## src/rtl/irq_router_pkg.sv

```systemverilog
package irq_router_pkg;
  typedef enum logic [1:0] {
    REG_SENSE = 2'd0,
    REG_MASK  = 2'd1,
    REG_CTRL  = 2'd2,
    REG_PEND  = 2'd3
  } reg_addr_e;

  localparam int CTRL_MODE_BIT  = 0;
  localparam int CTRL_MCSEL_BIT = 1;
endpackage

```

## src/rtl/irq_sync.sv

```systemverilog
module irq_sync #(
  parameter int WIDTH  = 5,
  parameter int STAGES = 2
) (
  input  logic             clk_i,
  input  logic             rst_ni,
  input  logic [WIDTH-1:0] d_i,
  output logic [WIDTH-1:0] q_o
);
  logic [WIDTH-1:0] chain_q [STAGES];

  always_ff @(posedge clk_i or negedge rst_ni) begin
    if (!rst_ni) chain_q[0] <= '0;
    else         chain_q[0] <= d_i;
  end

  for (genvar s = 1; s < STAGES; s++) begin : g_stage
    always_ff @(posedge clk_i or negedge rst_ni) begin
      if (!rst_ni) chain_q[s] <= '0;
      else         chain_q[s] <= chain_q[s-1];
    end
  end

  assign q_o = chain_q[STAGES-1];
endmodule

```

## src/rtl/irq_capture.sv

```systemverilog
module irq_capture #(
  parameter int WIDTH = 5
) (
  input  logic             clk_i,
  input  logic             rst_ni,
  input  logic [WIDTH-1:0] sync_i,
  input  logic [WIDTH-1:0] sense_i,
  input  logic [WIDTH-1:0] clr_i,
  output logic [WIDTH-1:0] pend_o,
  output logic [WIDTH-1:0] req_o
);
  logic [WIDTH-1:0] prev_q, pend_q, rise;

  assign rise = sync_i & ~prev_q;

  always_ff @(posedge clk_i or negedge rst_ni) begin
    if (!rst_ni) begin
      prev_q <= '0;
      pend_q <= '0;
    end else begin
      prev_q <= sync_i;
      // set wins over clear; level lines never hold state
      pend_q <= ((pend_q & ~clr_i) | rise) & sense_i;
    end
  end

  for (genvar i = 0; i < WIDTH; i++) begin : g_req
    assign req_o[i] = sense_i[i] ? pend_q[i] : sync_i[i];
  end

  assign pend_o = pend_q;
endmodule

```

## src/rtl/irq_regs.sv

```systemverilog
module irq_regs
  import irq_router_pkg::*;
#(
  parameter int WIDTH = 5
) (
  input  logic             clk_i,
  input  logic             rst_ni,
  input  logic             wr_i,
  input  logic [1:0]       addr_i,
  input  logic [WIDTH-1:0] wdata_i,
  input  logic [WIDTH-1:0] pend_i,
  output logic [WIDTH-1:0] rdata_o,
  output logic [WIDTH-1:0] sense_o,
  output logic [WIDTH-1:0] mask_o,
  output logic             mode_o,
  output logic             mc_sel_o,
  output logic [WIDTH-1:0] clr_o
);
  logic unused_wdata;
  assign unused_wdata = ^wdata_i[WIDTH-1:2];

  always_ff @(posedge clk_i or negedge rst_ni) begin
    if (!rst_ni) begin
      sense_o  <= '0;
      mask_o   <= '1;
      mode_o   <= 1'b0;
      mc_sel_o <= 1'b0;
    end else if (wr_i) begin
      unique case (reg_addr_e'(addr_i))
        REG_SENSE: sense_o <= wdata_i;
        REG_MASK:  mask_o  <= wdata_i;
        REG_CTRL: begin
          mode_o   <= wdata_i[CTRL_MODE_BIT];
          mc_sel_o <= wdata_i[CTRL_MCSEL_BIT];
        end
        default: ;
      endcase
    end
  end

  assign clr_o = (wr_i && reg_addr_e'(addr_i) == REG_PEND) ? wdata_i : '0;

  always_comb begin
    unique case (reg_addr_e'(addr_i))
      REG_SENSE: rdata_o = sense_o;
      REG_MASK:  rdata_o = mask_o;
      REG_CTRL:  rdata_o = {{(WIDTH-2){1'b0}}, mc_sel_o, mode_o};
      default:   rdata_o = pend_i;
    endcase
  end
endmodule

```

## src/rtl/ext_irq_router.sv

```systemverilog
module ext_irq_router #(
  parameter int NUM_SRC     = 5,
  parameter int SYNC_STAGES = 2
) (
  input  logic               clk_i,
  input  logic               rst_ni,
  input  logic [NUM_SRC-1:0] irq_i,
  input  logic               mc_i,
  input  logic               reg_wr_i,
  input  logic [1:0]         reg_addr_i,
  input  logic [NUM_SRC-1:0] reg_wdata_i,
  output logic [NUM_SRC-1:0] reg_rdata_o,
  output logic               core_irq_o,
  output logic               core_mc_o,
  output logic               host_irq_o,
  output logic               mc_pin_o
);
  logic [NUM_SRC-1:0] sync, sense, mask, clr, pend, req;
  logic mode, mc_sel, active;

  irq_sync #(.WIDTH(NUM_SRC), .STAGES(SYNC_STAGES)) u_sync (
    .clk_i(clk_i), .rst_ni(rst_ni), .d_i(irq_i), .q_o(sync)
  );

  irq_capture #(.WIDTH(NUM_SRC)) u_cap (
    .clk_i(clk_i), .rst_ni(rst_ni), .sync_i(sync), .sense_i(sense),
    .clr_i(clr), .pend_o(pend), .req_o(req)
  );

  irq_regs #(.WIDTH(NUM_SRC)) u_regs (
    .clk_i(clk_i), .rst_ni(rst_ni), .wr_i(reg_wr_i), .addr_i(reg_addr_i),
    .wdata_i(reg_wdata_i), .pend_i(pend), .rdata_o(reg_rdata_o),
    .sense_o(sense), .mask_o(mask), .mode_o(mode), .mc_sel_o(mc_sel),
    .clr_o(clr)
  );

  assign active = |(req & ~mask);

  always_ff @(posedge clk_i or negedge rst_ni) begin
    if (!rst_ni) begin
      core_irq_o <= 1'b0;
      core_mc_o  <= 1'b0;
      host_irq_o <= 1'b0;
      mc_pin_o   <= 1'b0;
    end else begin
      core_irq_o <= !mode && active;
      core_mc_o  <= !mode && mc_i;
      host_irq_o <= mode && (active || (mc_i && !mc_sel));
      mc_pin_o   <= mode && mc_i && mc_sel;
    end
  end
endmodule

```

## config.mk

```make
export PLATFORM = sky130hd
export DESIGN_NAME = ext_irq_router
export DESIGN_NICKNAME = d
export VERILOG_FILES = /design/src/rtl/irq_router_pkg.sv /design/src/rtl/irq_sync.sv /design/src/rtl/irq_capture.sv /design/src/rtl/irq_regs.sv /design/src/rtl/ext_irq_router.sv
export SDC_FILE = /design/constraint.sdc
export NUM_CORES = 1
export LEC_CHECK = 0
export ABC_AREA = 0
export CORE_AREA = 8 8 85 87
export CTS_CLUSTER_SIZE = 30
export DETAILED_ROUTE_END_ITERATION = 10
export DIE_AREA = 0 0 93 95
export GPL_TIMING_DRIVEN = 0
export PLACE_DENSITY_LB_ADDON = 0.15
export SLEW_MARGIN = 40
export SYNTH_ARGS = -nofsm -noshare
export SYNTH_HDL_FRONTEND = slang
export SYNTH_SLANG_ARGS = --single-unit
```

## constraint.sdc

```tcl
create_clock -name clk_i -period 3.3 [get_ports clk_i]
set_clock_uncertainty 0.1 [all_clocks]
set_input_delay 0.495 -clock clk_i [delete_from_list [all_inputs] [get_ports clk_i]]
set_output_delay 0.495 -clock clk_i [all_outputs]
set_load 0.005 [all_outputs]
```

======== After elaboration in Yosys (flattened, before gate mapping) ========
Index checks and enable logic that the tools add are counted.
word-level totals
  register bits after elaboration ......... 36
  bits in latches ......................... 0
  bits in writable memories ............... 0
  bits in read-only memories .............. 0
  bits of input ports ..................... 16
  output and inout bits ................... 9
  logic and storage cells ................. 45
  memories ................................ 0
operators by class
  add/subtract/negate cells ............... 0
  $mul .................................... 0
  divide/modulo/power cells ............... 0
  $lt $le $gt $ge ......................... 0
  equal/unequal tests ..................... 3
  shifts and indexed selects .............. 0
  mux-type cells .......................... 7
  bitwise gates (word level) .............. 8
  reduce and logical (&&, ||, !) cells .... 15
operators by type and width
  cell                number
  $and 5x5->5         4
  $not 5->5           3
  $pmux 5 s3          1
  $logic_and 1x1->1   7
  $reduce_and 2->1    3
  $mux 1              5
  $mux 5              1
  $or 5x5->5          1
  $reduce_or 5->1     1
  $eq 2x2->1 const B  2
  $eq 2x1->1 const B  1
  $logic_not 1->1     2
  $logic_not 2->1     1
  $logic_or 1x1->1    1

======== Longest topological paths before layout ========
Gate-level depths: netlist (run 1).
  word-level depth ........................ 7
  depth in mapped cells ................... 4
  gate-level depth less buffers ........... 3

======== By module ========
A second synthesis (run 1) with hierarchy kept.
second synthesis, totals
  cell total of the unflattened synthesis .. 106
  area total of the unflattened synthesis .. 1562.7 um^2
modules (own cells, without submodules)
  module          times used  cells an instance  area each (um^2)  seq. area each (um^2)
  irq_regs        1           44                 660.6             306.5
  irq_capture     1           30                 444.2             250.2
  irq_sync        1           15                 287.8             250.2
  ext_irq_router  1           17                 170.2             100.1

======== Worst setup path before layout (run 1) ========
No wires, ideal clock.
  path kind ............................... input-to-output
  from .................................... in reg_addr_i[0]
  to ...................................... out reg_rdata_o[0]
  arrival ................................. 1.155 ns
  required time ........................... 2.705 ns
  slack ................................... 1.550 ns
  cell stages on the path ................. 2
  buffers on the path ..................... 1
  cells stage by stage .................... buf_4 -> mux4_2
on the way
  word-level cells in the longest chain between the ends .. 2
  elaborated cells on any way between the ends .. 4
  classes of those cells .................. 2 x eq/ne; 1 x mux; 1 x reduce/logical
ends and longest elaborated chain
  what                                line                  source
  start: declaration                  ext_irq_router.sv:10  input logic [1:0] reg_addr_i,
  $eq 2x2->1 (tied with other cells)  irq_regs.sv:44        unique case (reg_addr_e'(addr_i))
  $pmux 5 s3 *                        irq_regs.sv:44
  end: declaration                    ext_irq_router.sv:12  output logic [NUM_SRC-1:0] reg_rdata_o,
Mark *: on every way between the ends. The rest lies on a longest branch, timed or not.

======== Worst setup path in the final report (run 1) ========
  from .................................... in reg_addr_i[0]
  to ...................................... out reg_rdata_o[1]
The elaborated chain is that of the path after synthesis.

==> impl_summary.log, run 1 <==
[metrics] horizontal die dimension: 93 um
[metrics] Worst-Margin Slew: 0.586 ns
[metrics] insertion delay of the later-clocked pin in the worst-skew pair: 0.29 ns
[metrics] synth unique cells: 22
[metrics] count of mapped cells out of synthesis: 96
[metrics] pins over their slew limit: 0
[metrics] vertical die dimension: 95 um
[metrics] slowest cell on the critical path: sky130_fd_sc_hd__clkdlybuf4s50_1
[metrics] terminus of the critical flop-to-flop path: host_irq_o
[metrics] Critical path buffers and inverters: 3
[metrics] Clock Tree Root: sky130_fd_sc_hd__clkbuf_8
[metrics] Max Clock Freq: 356 MHz
[metrics] H-tree levels: 2
[metrics] cell repeated most along the worst path: sky130_fd_sc_hd__clkdlybuf4s50_1
[metrics] Int Pwr: 0.779 mW
[metrics] clock network fraction of total power: 28.5%
[metrics] Syn Area/Cell: 14.8 um2
[metrics] clock-pin slew reported for the worst setup and hold paths after clock tree synthesis: 0.07 ns
[metrics] startpoint of the lowest-slack register-to-register path: u_regs.sense_o[3]
[metrics] global-route wire length before repair: 4970 um
[metrics] hold path start: u_sync.chain_q[6]
[metrics] arrival time reported for the critical path endpoint: 2.21 ns
[metrics] leakage power: 0.791 nW
[metrics] cell-by-cell listing of the critical path: clkdlybuf4s50_1 -> buf_4 -> mux4_2 -> clkdlybuf4s50_1
[metrics] per-cell via count in the routed design: 4.27
[metrics] post-synthesis register bit count: 36
[metrics] post-route core utilization: 32.4%
[metrics] CP endpoint kind: primary output
[metrics] worst min-delay path class: flip-flop to flip-flop
[metrics] DRT antenna net count: 0
[metrics] net count after synthesis: 112
[metrics] R2R depth: 3
[metrics] # Max-Cap Violations: 0
[metrics] TNS Setup: 0 ns
[metrics] post-synthesis instance area: 0.00142 mm2
[metrics] clock buffers created by TritonCTS: 5
[metrics] YS warnings: 0
[metrics] antenna cell count: 0
[metrics] largest driver fanout on the critical path: 10
[metrics] largest net degree at the start of global routing: 24
[metrics] worst hold path endpoint: u_sync.q_o[1]
[metrics] Final nets: 146
[metrics] commonest cells after routing, fill and taps aside: 31 x sky130_fd_sc_hd__dfrtp_1, 23 x sky130_fd_sc_hd__clkdlybuf4s50_1, 14 x sky130_fd_sc_hd__mux2_2
[metrics] delay of the slowest cell on the worst path: 0.52 ns
[metrics] worst-case register-to-register setup slack: 1.73 ns
[metrics] worst vdd ir: 175 uV
[metrics] layout overhead on the synthesized area: 32.6%
[metrics] cell family contributing the most delay on the critical path: buffers and inverters
[metrics] Floorplan Core Area: 0.00582 mm2
[metrics] final weighted congestion in routability-driven placement: 0.680
[metrics] unrepaired setup endpoints after global routing: no
[metrics] kind of critical path: primary input to primary output
[metrics] final global-route overflow total: 0
[metrics] worst hold slack across all endpoints: 0.248 ns
[metrics] Final Routed Wirelength: 2940 um
[metrics] sequential cell area fraction in the yosys report: 63.8%
[metrics] portion of total power attributed to sequential cells: 52.8%
[metrics] DR iter-0 viols: 45
[metrics] Total Die Area: 0.00884 mm2
[metrics] final setup violation count: 0
[metrics] CTS tree: done
[metrics] startpoint kind of the worst setup timing path: primary input
[metrics] # DRC: 0
[metrics] switching power total: 0.252 mW
[metrics] DP Wirelength: 2200 um
[metrics] endpoint required time on the critical path: 2.70 ns
[metrics] Pre-antenna DRT Iters: 4
[metrics] count of clock tree sinks: 36
[metrics] number of endpoints with negative hold slack in the final report: 0
[metrics] overall track demand over capacity in global routing: 7.64%
[metrics] initial cell density of the core: 24.4%
[metrics] share of the cycle needed by the critical path after routing: 85.1%
[metrics] Row Count: 28
[metrics] Cells on Worst Hold Path: 0
[metrics] outcome: completed
[metrics] most common cell after layout, fill and taps aside: sky130_fd_sc_hd__dfrtp_1
[metrics] largest buffer count on any clock path: 2
[metrics] number of filler cells placed in the layout: 608
[metrics] relative max-transition margin: 60.8%
[metrics] vias in the first global route: 985
[metrics] combinational share of power: 18.7%
[metrics] number of port buffers: 24
[metrics] detailed-route via count: 879
[metrics] ratio of cells with drive above 1 in the final layout: 26.0%
[metrics] total of cells resized after clock tree synthesis: 0
[metrics] minimum clock period after layout: 2.81 ns
[metrics] Top-Level Pins: 25
[metrics] pwr/cell area: 547 mW/mm2
[metrics] wire per inst: 14.3 um
[metrics] antenna violations before repair: 0
[metrics] Sw Ratio: 24.4%
cells in the mapped netlist:
cell type,n,area [um2]
sky130_fd_sc_hd__nand2b_1,1,6.26
sky130_fd_sc_hd__a31oi_1,1,6.26
sky130_fd_sc_hd__a222oi_1,1,10.0
sky130_fd_sc_hd__o21a_1,5,37.5
sky130_fd_sc_hd__and3_1,2,12.5
sky130_fd_sc_hd__dfrtp_1,31,776
sky130_fd_sc_hd__dfstp_2,5,131
sky130_fd_sc_hd__mux4_2,2,45.0
sky130_fd_sc_hd__mux2_2,14,158
sky130_fd_sc_hd__a21boi_0,5,37.5
sky130_fd_sc_hd__inv_1,4,15.0
sky130_fd_sc_hd__nor3b_2,1,12.5
sky130_fd_sc_hd__o21ai_0,3,15.0
sky130_fd_sc_hd__buf_4,1,7.51
sky130_fd_sc_hd__buf_2,1,5.00
sky130_fd_sc_hd__o22a_1,1,8.76
sky130_fd_sc_hd__nand3b_1,2,15.0
sky130_fd_sc_hd__nor2b_1,6,37.5
sky130_fd_sc_hd__mux2i_1,5,50.1
sky130_fd_sc_hd__mux2_4,1,15.0
sky130_fd_sc_hd__a21oi_1,1,5.00
sky130_fd_sc_hd__nand3_1,3,15.0
metrics by stage:
step / setup WS (ns) / instances / power (mW) / instance area (um2)
2_1_floorplan: 1.55 / 96 / 0.641 / 1420
3_3_place_gp: 0.470 / 195 / 0.740 / 1760
3_5_place_dp: 0.480 / 197 / 0.750 / 1790
4_1_cts: 0.472 / 206 / 1.05 / 1880
5_1_grt: 0.428 / 206 / 1.10 / 1880
6_report: 0.491 / 206 / 1.03 / 1880
logic make-up after synthesis:
kind of cell	after synthesis	share of synthesized area [%]
AO/OA/AOI/OAI	17	8.45
AND/OR/NAND/NOR	15	6.95
multiplexers	22	18.8
flip-flops	36	63.8
buffers and inverters	6	1.94
repair_timing:
item / CTS / global route
setup endpoints to repair: 0 / 0
endpoints found under the hold margin: 1 / 0
buffers inserted: 0 / 0
hold buffers: 1 / 0
metal layers:
layer / vias to the layer above / global-route usage [%] / share of wire (%)
li1: 411 / - / -
met1: 438 / 8.22 / 40
met2: 24 / 12.3 / 50
met3: 6 / 3.41 / 6.7
met4: 0 / 4.43 / 2.4
met5: - / 0 / 0
power groups by stage:
stage	combinational, mW	sequential, mW	clock, mW
floorplan	0.0976	0.543	0
global placement	0.189	0.551	0
detailed placement	0.196	0.554	0
CTS	0.198	0.545	0.309
global route	0.212	0.554	0.335
finish	0.192	0.545	0.294
area by class of cell:
type / count / area, um2 / share of cell area, %
buffer: 2 / 12.5 / 0.664
clock buffer: 7 / 76.3 / 4.05
clock inverter: 1 / 5.00 / 0.266
inverter: 4 / 15.0 / 0.797
multi-input combinational: 54 / 487 / 25.8
sequential: 36 / 907 / 48.1
tap: 75 / 93.8 / 4.98
timing repair buffer: 27 / 288 / 15.3
how the worst max path moves through the flow:
stage / from / endpoint / slack (ns) / cells past startpoint
6_report: reg_addr_i[0] / reg_rdata_o[1] / 0.49 / 4
5_1_grt: reg_addr_i[0] / reg_rdata_o[0] / 0.43 / 4
4_1_cts: reg_addr_i[0] / reg_rdata_o[1] / 0.47 / 4
3_5_place_dp: reg_addr_i[0] / reg_rdata_o[1] / 0.48 / 4
3_3_place_gp: reg_addr_i[0] / reg_rdata_o[1] / 0.47 / 4
2_1_floorplan: reg_addr_i[0] / reg_rdata_o[0] / 1.55 / 2
state kept, by name (all words and copies together) (netlist names):
signal and flops:
u_cap.pend_o 5, u_cap.prev_q 5, host_irq_o 1, u_sync.chain_q 5, core_mc_o 1, u_regs.mode_o 1, u_regs.sense_o 5, core_irq_o 1
u_sync.q_o 5, mc_pin_o 1, u_regs.mc_sel_o 1, u_regs.mask_o 5
(Power assumes the default switching activity.)
==> run 2, diff against run 1 <==
- CAP_MARGIN: not set -> 20
- clock period: 3.3 -> 2.5 ns (I/O delays scaled with it)
==> run 2 against run 1 <==
  * Non-clock buffer count grew 2
  * Critical path depth is the same
  * Die area is the same
  * Design area grew 0.93%
  * Via count shrank 0.34%
  * Flip-flop and latch count is the same
  * Final cell count grew 0.97%
  * Largest power group unchanged
  * Highest routed layer unchanged
==> impl_summary.log, run 2 (synthesized netlist as in run 1, its figures left out) <==
[metrics] outcome: completed (unchanged)
[metrics] wire per inst: 14.3 um (about the same)
[metrics] final weighted congestion in routability-driven placement: 0.680 (unchanged)
[metrics] Row Count: 28 (unchanged)
[metrics] startpoint kind of the worst setup timing path: primary input (unchanged)
[metrics] global-route wire length before repair: 5020 um (was 4970 um)
[metrics] slowest cell on the critical path: sky130_fd_sc_hd__clkdlybuf4s50_1 (unchanged)
[metrics] relative max-transition margin: 60.9% (was 60.8%)
[metrics] Worst-Margin Slew: 0.585 ns (was 0.586 ns)
[metrics] unrepaired setup endpoints after global routing: no (unchanged)
[metrics] largest driver fanout on the critical path: 10 (unchanged)
[metrics] overall track demand over capacity in global routing: 7.71% (was 7.64%)
[metrics] CP endpoint kind: primary output (unchanged)
[metrics] Final nets: 148 (was 146)
[metrics] most common cell after layout, fill and taps aside: sky130_fd_sc_hd__dfrtp_1 (unchanged)
[metrics] CTS tree: done (unchanged)
[metrics] final setup violation count: 0 (unchanged)
[metrics] largest net degree at the start of global routing: 24 (unchanged)
[metrics] share of the cycle needed by the critical path after routing: 95.9%
[metrics] horizontal die dimension: 93 um (unchanged)
[metrics] kind of critical path: primary input to primary output (unchanged)
[metrics] number of filler cells placed in the layout: 607 (was 608)
[metrics] pins over their slew limit: 0 (unchanged)
[metrics] initial cell density of the core: 24.4% (unchanged)
[metrics] worst min-delay path class: flip-flop to flip-flop (unchanged)
[metrics] clock-pin slew reported for the worst setup and hold paths after clock tree synthesis: 0.07 ns (about the same)
[metrics] Clock Tree Root: sky130_fd_sc_hd__clkbuf_8 (unchanged)
[metrics] commonest cells after routing, fill and taps aside: 31 x sky130_fd_sc_hd__dfrtp_1, 22 x sky130_fd_sc_hd__clkdlybuf4s50_1, 14 x sky130_fd_sc_hd__mux2_2 (was 31 x sky130_fd_sc_hd__dfrtp_1, 23 x sky130_fd_sc_hd__clkdlybuf4s50_1, 14 x sky130_fd_sc_hd__mux2_2)
[metrics] number of port buffers: 24 (unchanged)
[metrics] minimum clock period after layout: 2.40 ns
[metrics] antenna violations before repair: 0 (unchanged)
[metrics] H-tree levels: 2 (unchanged)
[metrics] DP Wirelength: 2200 um (unchanged)
[metrics] DRT antenna net count: 0 (unchanged)
[metrics] ratio of cells with drive above 1 in the final layout: 27.1% (was 26.0%)
[metrics] pwr/cell area: 717 mW/mm2 (was 547 mW/mm2)
[metrics] layout overhead on the synthesized area: 33.8% (was 32.6%)
[metrics] detailed-route via count: 876 (was 879)
[metrics] Top-Level Pins: 25 (unchanged)
[metrics] # Max-Cap Violations: 0 (unchanged)
[metrics] arrival time reported for the critical path endpoint: 1.92 ns (was 2.21 ns)
[metrics] endpoint required time on the critical path: 2.03 ns (was 2.70 ns)
[metrics] vertical die dimension: 95 um (unchanged)
[metrics] # DRC: 0 (unchanged)
[metrics] antenna cell count: 0 (unchanged)
[metrics] Max Clock Freq: 417 MHz
[metrics] number of cells after detailed placement: 197 (unchanged)
[metrics] cell-by-cell listing of the critical path: clkdlybuf4s50_1 -> buf_2 -> mux4_2 -> clkdlybuf4s50_1 (was clkdlybuf4s50_1 -> buf_4 -> mux4_2 -> clkdlybuf4s50_1)
[metrics] Setup WS pre-CTS: -0.0798 ns (was 0.480 ns)
[metrics] Total Die Area: 0.00884 mm2 (unchanged)
[metrics] worst vdd ir: 231 uV (was 175 uV)
[metrics] leakage power: 0.804 nW (was 0.791 nW)
[metrics] cell repeated most along the worst path: sky130_fd_sc_hd__clkdlybuf4s50_1 (unchanged)
[metrics] final global-route overflow total: 0 (unchanged)
[metrics] largest buffer count on any clock path: 2 (unchanged)
[metrics] count of clock tree sinks: 36 (unchanged)
[metrics] clock buffers created by TritonCTS: 5 (unchanged)
[metrics] DR iter-0 viols: 35 (was 45)
[metrics] Pre-antenna DRT Iters: 4 (unchanged)
[metrics] per-cell via count in the routed design: 4.21 (was 4.27)
[metrics] insertion delay of the later-clocked pin in the worst-skew pair: 0.29 ns (about the same)
[metrics] worst-case setup margin in the final layout: 0.103 ns (was 0.491 ns)
[metrics] Floorplan Core Area: 0.00582 mm2 (unchanged)
[metrics] number of endpoints with negative hold slack in the final report: 0 (unchanged)
[metrics] Final Routed Wirelength: 2970 um (was 2940 um)
[metrics] delay of the slowest cell on the worst path: 0.52 ns (about the same)
[metrics] non-filler instance count after layout: 208 (was 206)
[metrics] vias in the first global route: 999 (was 985)
## run 2: final cells by class
cell class | count | area, um2 | area share [%]
Tap cell | 75 | 93.8 | 4.93
Clock inverter | 1 | 5.00 | 0.263
Inverter | 4 | 15.0 | 0.789
Buffer | 2 | 16.3 | 0.855
Clock buffer | 7 | 76.3 | 4.01
Multi-Input combinational cell | 54 | 487 | 25.6
Sequential cell | 36 | 907 | 47.7
Timing Repair Buffer | 29 | 302 | 15.9
## run 2: path summary, 6_finish.rpt
kind | cells past startpoint | endpoint | startpoint | slack (ns)
hold / removal | 0 | u_sync.q_o[1] | u_sync.chain_q[6] | 0.25
setup / recovery | 4 | reg_rdata_o[1] | reg_addr_i[1] | 0.10
hold reg to reg | 0 | u_sync.q_o[1] | u_sync.chain_q[6] | 0.25
max in group asynchronous | 4 | u_regs.mask_o[3] | rst_ni | 1.43
min in group asynchronous | 2 | u_sync.chain_q[7] | rst_ni | 0.33
setup reg to reg | 3 | host_irq_o | u_regs.sense_o[3] | 0.93
## run 2: timing repair
item | CTS | global route
resized for setup | 2 | 0
setup endpoints to repair | 2 | 0
endpoints found under the hold margin | 20 | 0
setup buffers | 2 | 0
hold buffers | 1 | 0
## run 2: layer usage
layer  vias up  share of wire, %  global-route usage, %
met5         -                 0                      0
met4         0               2.4                   4.43
met3         6               5.7                   3.41
met2        19                51                   12.5
met1       438                41                   8.22
li1        413                 -                      -
## run 2: metrics by stage
step / hold slack, ns / area [um2] / setup TNS, ns / power, mW / utilization, %
global route: 0.258 / 1900 / 0 / 1.46 / 32.7
CTS: 0.251 / 1900 / 0 / 1.39 / 32.7
floorplan: -0.0206 / 1420 / 0 / 0.846 / -
global placement: 0.232 / 1760 / -0.169 / 0.977 / 30.2
finish: 0.248 / 1900 / 0 / 1.36 / 32.7
detailed placement: 0.0851 / 1790 / -0.149 / 0.990 / 30.8
## run 2: power by group
group,switching (mW),internal (mW)
registers,0.0514,0.667
logic,0.0883,0.168
clock network,0.194,0.195
total,0.333,1.03
## run 2: critical path: cells and delay by family
kind / cells / cell delay (ns)
buf+inv: 3 / 1.22
mux: 1 / 0.32
==> run 3, diff against run 2 <==
- CELL_PAD_IN_SITES_DETAIL_PLACEMENT: not set -> 1
- CELL_PAD_IN_SITES_GLOBAL_PLACEMENT: not set -> 2
- CORE_AREA: 8 8 85 87 -> 8 8 78 80
- DIE_AREA: 0 0 93 95 -> 0 0 86 88
- PLACE_DENSITY_LB_ADDON: 0.15 -> 0.1
==> run 3 against run 2 <==
  * Register-to-register slack improved by 0.03 ns
  * Via count rose by 0.23%
  * Sequential share of layout area rose by 0.44 points
  * Total power rose by 2.6%
  * Largest cell class unchanged
  * Flip-flop and latch count did not move
==> impl_summary.log, run 3 (synthesized netlist as in run 1, its figures left out) <==
[metrics] outcome: completed (unchanged)
[metrics] CP endpoint kind: primary output (unchanged)
[metrics] Max Clock Freq: 422 MHz (was 417 MHz)
[metrics] cell-by-cell listing of the critical path: clkdlybuf4s50_1 -> clkbuf_4 -> mux4_2 -> clkdlybuf4s50_1 (was clkdlybuf4s50_1 -> buf_2 -> mux4_2 -> clkdlybuf4s50_1)
[metrics] arrival time reported for the critical path endpoint: 1.89 ns (was 1.92 ns)
[metrics] final weighted congestion in routability-driven placement: 0.686 (was 0.680)
[metrics] Worst-Margin Slew: 0.584 ns (was 0.585 ns)
[metrics] Final nets: 147 (was 148)
[metrics] number of port buffers: 24 (unchanged)
[metrics] horizontal die dimension: 86 um (was 93 um)
[metrics] startpoint kind of the worst setup timing path: primary input (unchanged)
[metrics] antenna violations before repair: 0 (unchanged)
[metrics] CTS tree: done (unchanged)
[metrics] terminus of the critical flop-to-flop path: host_irq_o (unchanged)
[metrics] Floorplan Core Area: 0.00491 mm2 (was 0.00582 mm2)
[metrics] endpoint required time on the critical path: 2.03 ns (about the same)
[metrics] minimum clock period after layout: 2.37 ns (was 2.40 ns)
[metrics] insertion delay of the later-clocked pin in the worst-skew pair: 0.28 ns (was 0.29 ns)
[metrics] DRT antenna net count: 0 (unchanged)
[metrics] Cells on Worst Hold Path: 0 (unchanged)
[metrics] antenna cell count: 0 (unchanged)
[metrics] global-route wire length before repair: 5310 um (was 5020 um)
[metrics] Total Die Area: 0.00757 mm2 (was 0.00884 mm2)
[metrics] pwr/cell area: 742 mW/mm2 (was 717 mW/mm2)
[metrics] largest driver fanout on the critical path: 10 (unchanged)
[metrics] final setup violation count: 0 (unchanged)
[metrics] per-cell via count in the routed design: 4.35 (was 4.21)
[metrics] initial cell density of the core: 28.9% (was 24.4%)
[metrics] Clock Tree Root: sky130_fd_sc_hd__clkbuf_8 (unchanged)
[metrics] cell repeated most along the worst path: sky130_fd_sc_hd__clkdlybuf4s50_1 (unchanged)
[metrics] largest net degree at the start of global routing: 24 (unchanged)
[metrics] Row Count: 26 (was 28)
[metrics] number of endpoints with negative hold slack in the final report: 0 (unchanged)
[metrics] number of filler cells placed in the layout: 520 (was 607)
[metrics] R2R depth: 3 (unchanged)
[metrics] delay of the slowest cell on the worst path: 0.52 ns (about the same)
[metrics] TNS Setup: 0 ns (unchanged)
[metrics] wire per inst: 15.5 um (was 14.3 um)
[metrics] worst-case setup margin in the final layout: 0.133 ns (was 0.103 ns)
[metrics] relative max-transition margin: 60.9% (about the same)
[metrics] clock-pin slew reported for the worst setup and hold paths after clock tree synthesis: 0.07 ns (about the same)
[metrics] Final Routed Wirelength: 3140 um (was 2970 um)
[metrics] pins over their slew limit: 0 (unchanged)
[metrics] overall track demand over capacity in global routing: 9.30% (was 7.71%)
[metrics] final global-route overflow total: 0 (unchanged)
[metrics] clock buffers created by TritonCTS: 5 (unchanged)
[metrics] DR iter-0 viols: 25 (was 35)
[metrics] Pre-antenna DRT Iters: 6 (was 4)
[metrics] kind of critical path: primary input to primary output (unchanged)
[metrics] slowest cell on the critical path: sky130_fd_sc_hd__clkdlybuf4s50_1 (unchanged)
[metrics] commonest cells after routing, fill and taps aside: 31 x sky130_fd_sc_hd__dfrtp_1, 22 x sky130_fd_sc_hd__clkdlybuf4s50_1, 14 x sky130_fd_sc_hd__mux2_2 (unchanged)
[metrics] count of clock tree sinks: 36 (unchanged)
[metrics] # DRC: 0 (unchanged)
[metrics] ratio of cells with drive above 1 in the final layout: 26.5% (was 27.1%)
[metrics] worst vdd ir: 249 uV (was 231 uV)
[metrics] vias in the first global route: 1023 (was 999)
[metrics] H-tree levels: 2 (unchanged)
[metrics] most common cell after layout, fill and taps aside: sky130_fd_sc_hd__dfrtp_1 (unchanged)
[metrics] largest buffer count on any clock path: 2 (unchanged)
[metrics] startpoint of the lowest-slack register-to-register path: u_regs.sense_o[3] (unchanged)
[metrics] vertical die dimension: 88 um (was 95 um)
[metrics] worst min-delay path class: flip-flop to flip-flop (unchanged)
[metrics] share of the cycle needed by the critical path after routing: 94.7% (was 95.9%)
[metrics] Setup WS pre-CTS: -0.0711 ns (was -0.0798 ns)
[metrics] worst hold path endpoint: u_sync.q_o[1] (unchanged)
[metrics] worst-case register-to-register setup slack: 0.96 ns (was 0.93 ns)
[metrics] leakage power: 0.797 nW (was 0.804 nW)
[metrics] # Max-Cap Violations: 0 (unchanged)
[metrics] layout overhead on the synthesized area: 32.6% (was 33.8%)
[metrics] unrepaired setup endpoints after global routing: no (unchanged)
[metrics] hold path start: u_sync.chain_q[6] (unchanged)
[metrics] detailed-route via count: 878 (was 876)
[metrics] Top-Level Pins: 25 (unchanged)
[metrics] DP Wirelength: 2250 um (was 2200 um)
## run 3: worst max-delay path by stage
stage                  start        endpoint  cells after the start  slack (ns)
2_1_floorplan  reg_addr_i[0]  reg_rdata_o[0]                      2        0.99
3_3_place_gp   reg_addr_i[0]  reg_rdata_o[0]                      4       -0.07
3_5_place_dp   reg_addr_i[0]  reg_rdata_o[0]                      4       -0.07
4_1_cts        reg_addr_i[1]  reg_rdata_o[0]                      4        0.09
5_1_grt        reg_addr_i[1]  reg_rdata_o[3]                      5        0.03
6_report       reg_addr_i[1]  reg_rdata_o[1]                      4        0.13
## run 3: worst max-delay path: cells and delay by family
family / cells / cell delay, ns
muxes: 1 / 0.31
buffers and inverters: 3 / 1.22
## run 3: what timing repair did
item | CTS | global route
setup buffers | 2 | 0
hold buffers | 1 | 0
endpoints found under the setup margin | 2 | 1
resized for setup | 2 | 1
endpoints found under the hold margin | 13 | 0
## run 3: final cells by class
cell class / count / area [um2] / share of cell area, %
clock buffers: 8 / 90.1 / 4.78
flip-flops and latches: 36 / 907 / 48.1
inverters: 4 / 15.0 / 0.797
plain buffers: 2 / 18.8 / 0.996
repair buffers: 28 / 279 / 14.8
multi-input cells: 54 / 487 / 25.8
well taps: 70 / 87.6 / 4.65
## run 3: report_power, final
part           leakage, nW  total [mW]  internal, mW  switching [mW]
Sequential           0.428       0.721         0.667          0.0539
Clock               0.0455       0.424         0.225           0.199
Combinational        0.324       0.254         0.165          0.0893
## run 3: per-layer routing
metal	GRT usage [%]	part of all wire (%)	up-vias
met5	0	0	-
met4	4.30	1.7	0
met3	3.66	5.0	6
met2	15.5	47	22
met1	10.2	46	440
li1	-	-	410
## run 3: stage by stage
stage               cells  util [%]  power, mW  hold slack [ns]  area (um2)
finish                202      38.4       1.40            0.250        1880
global route          202      38.4       1.48            0.259        1880
CTS                   202      38.3       1.42            0.254        1880
detailed placement    191      35.9      0.987            0.206        1760
global placement      190      35.6      0.977            0.233        1750
floorplan              96         -      0.846          -0.0206        1420
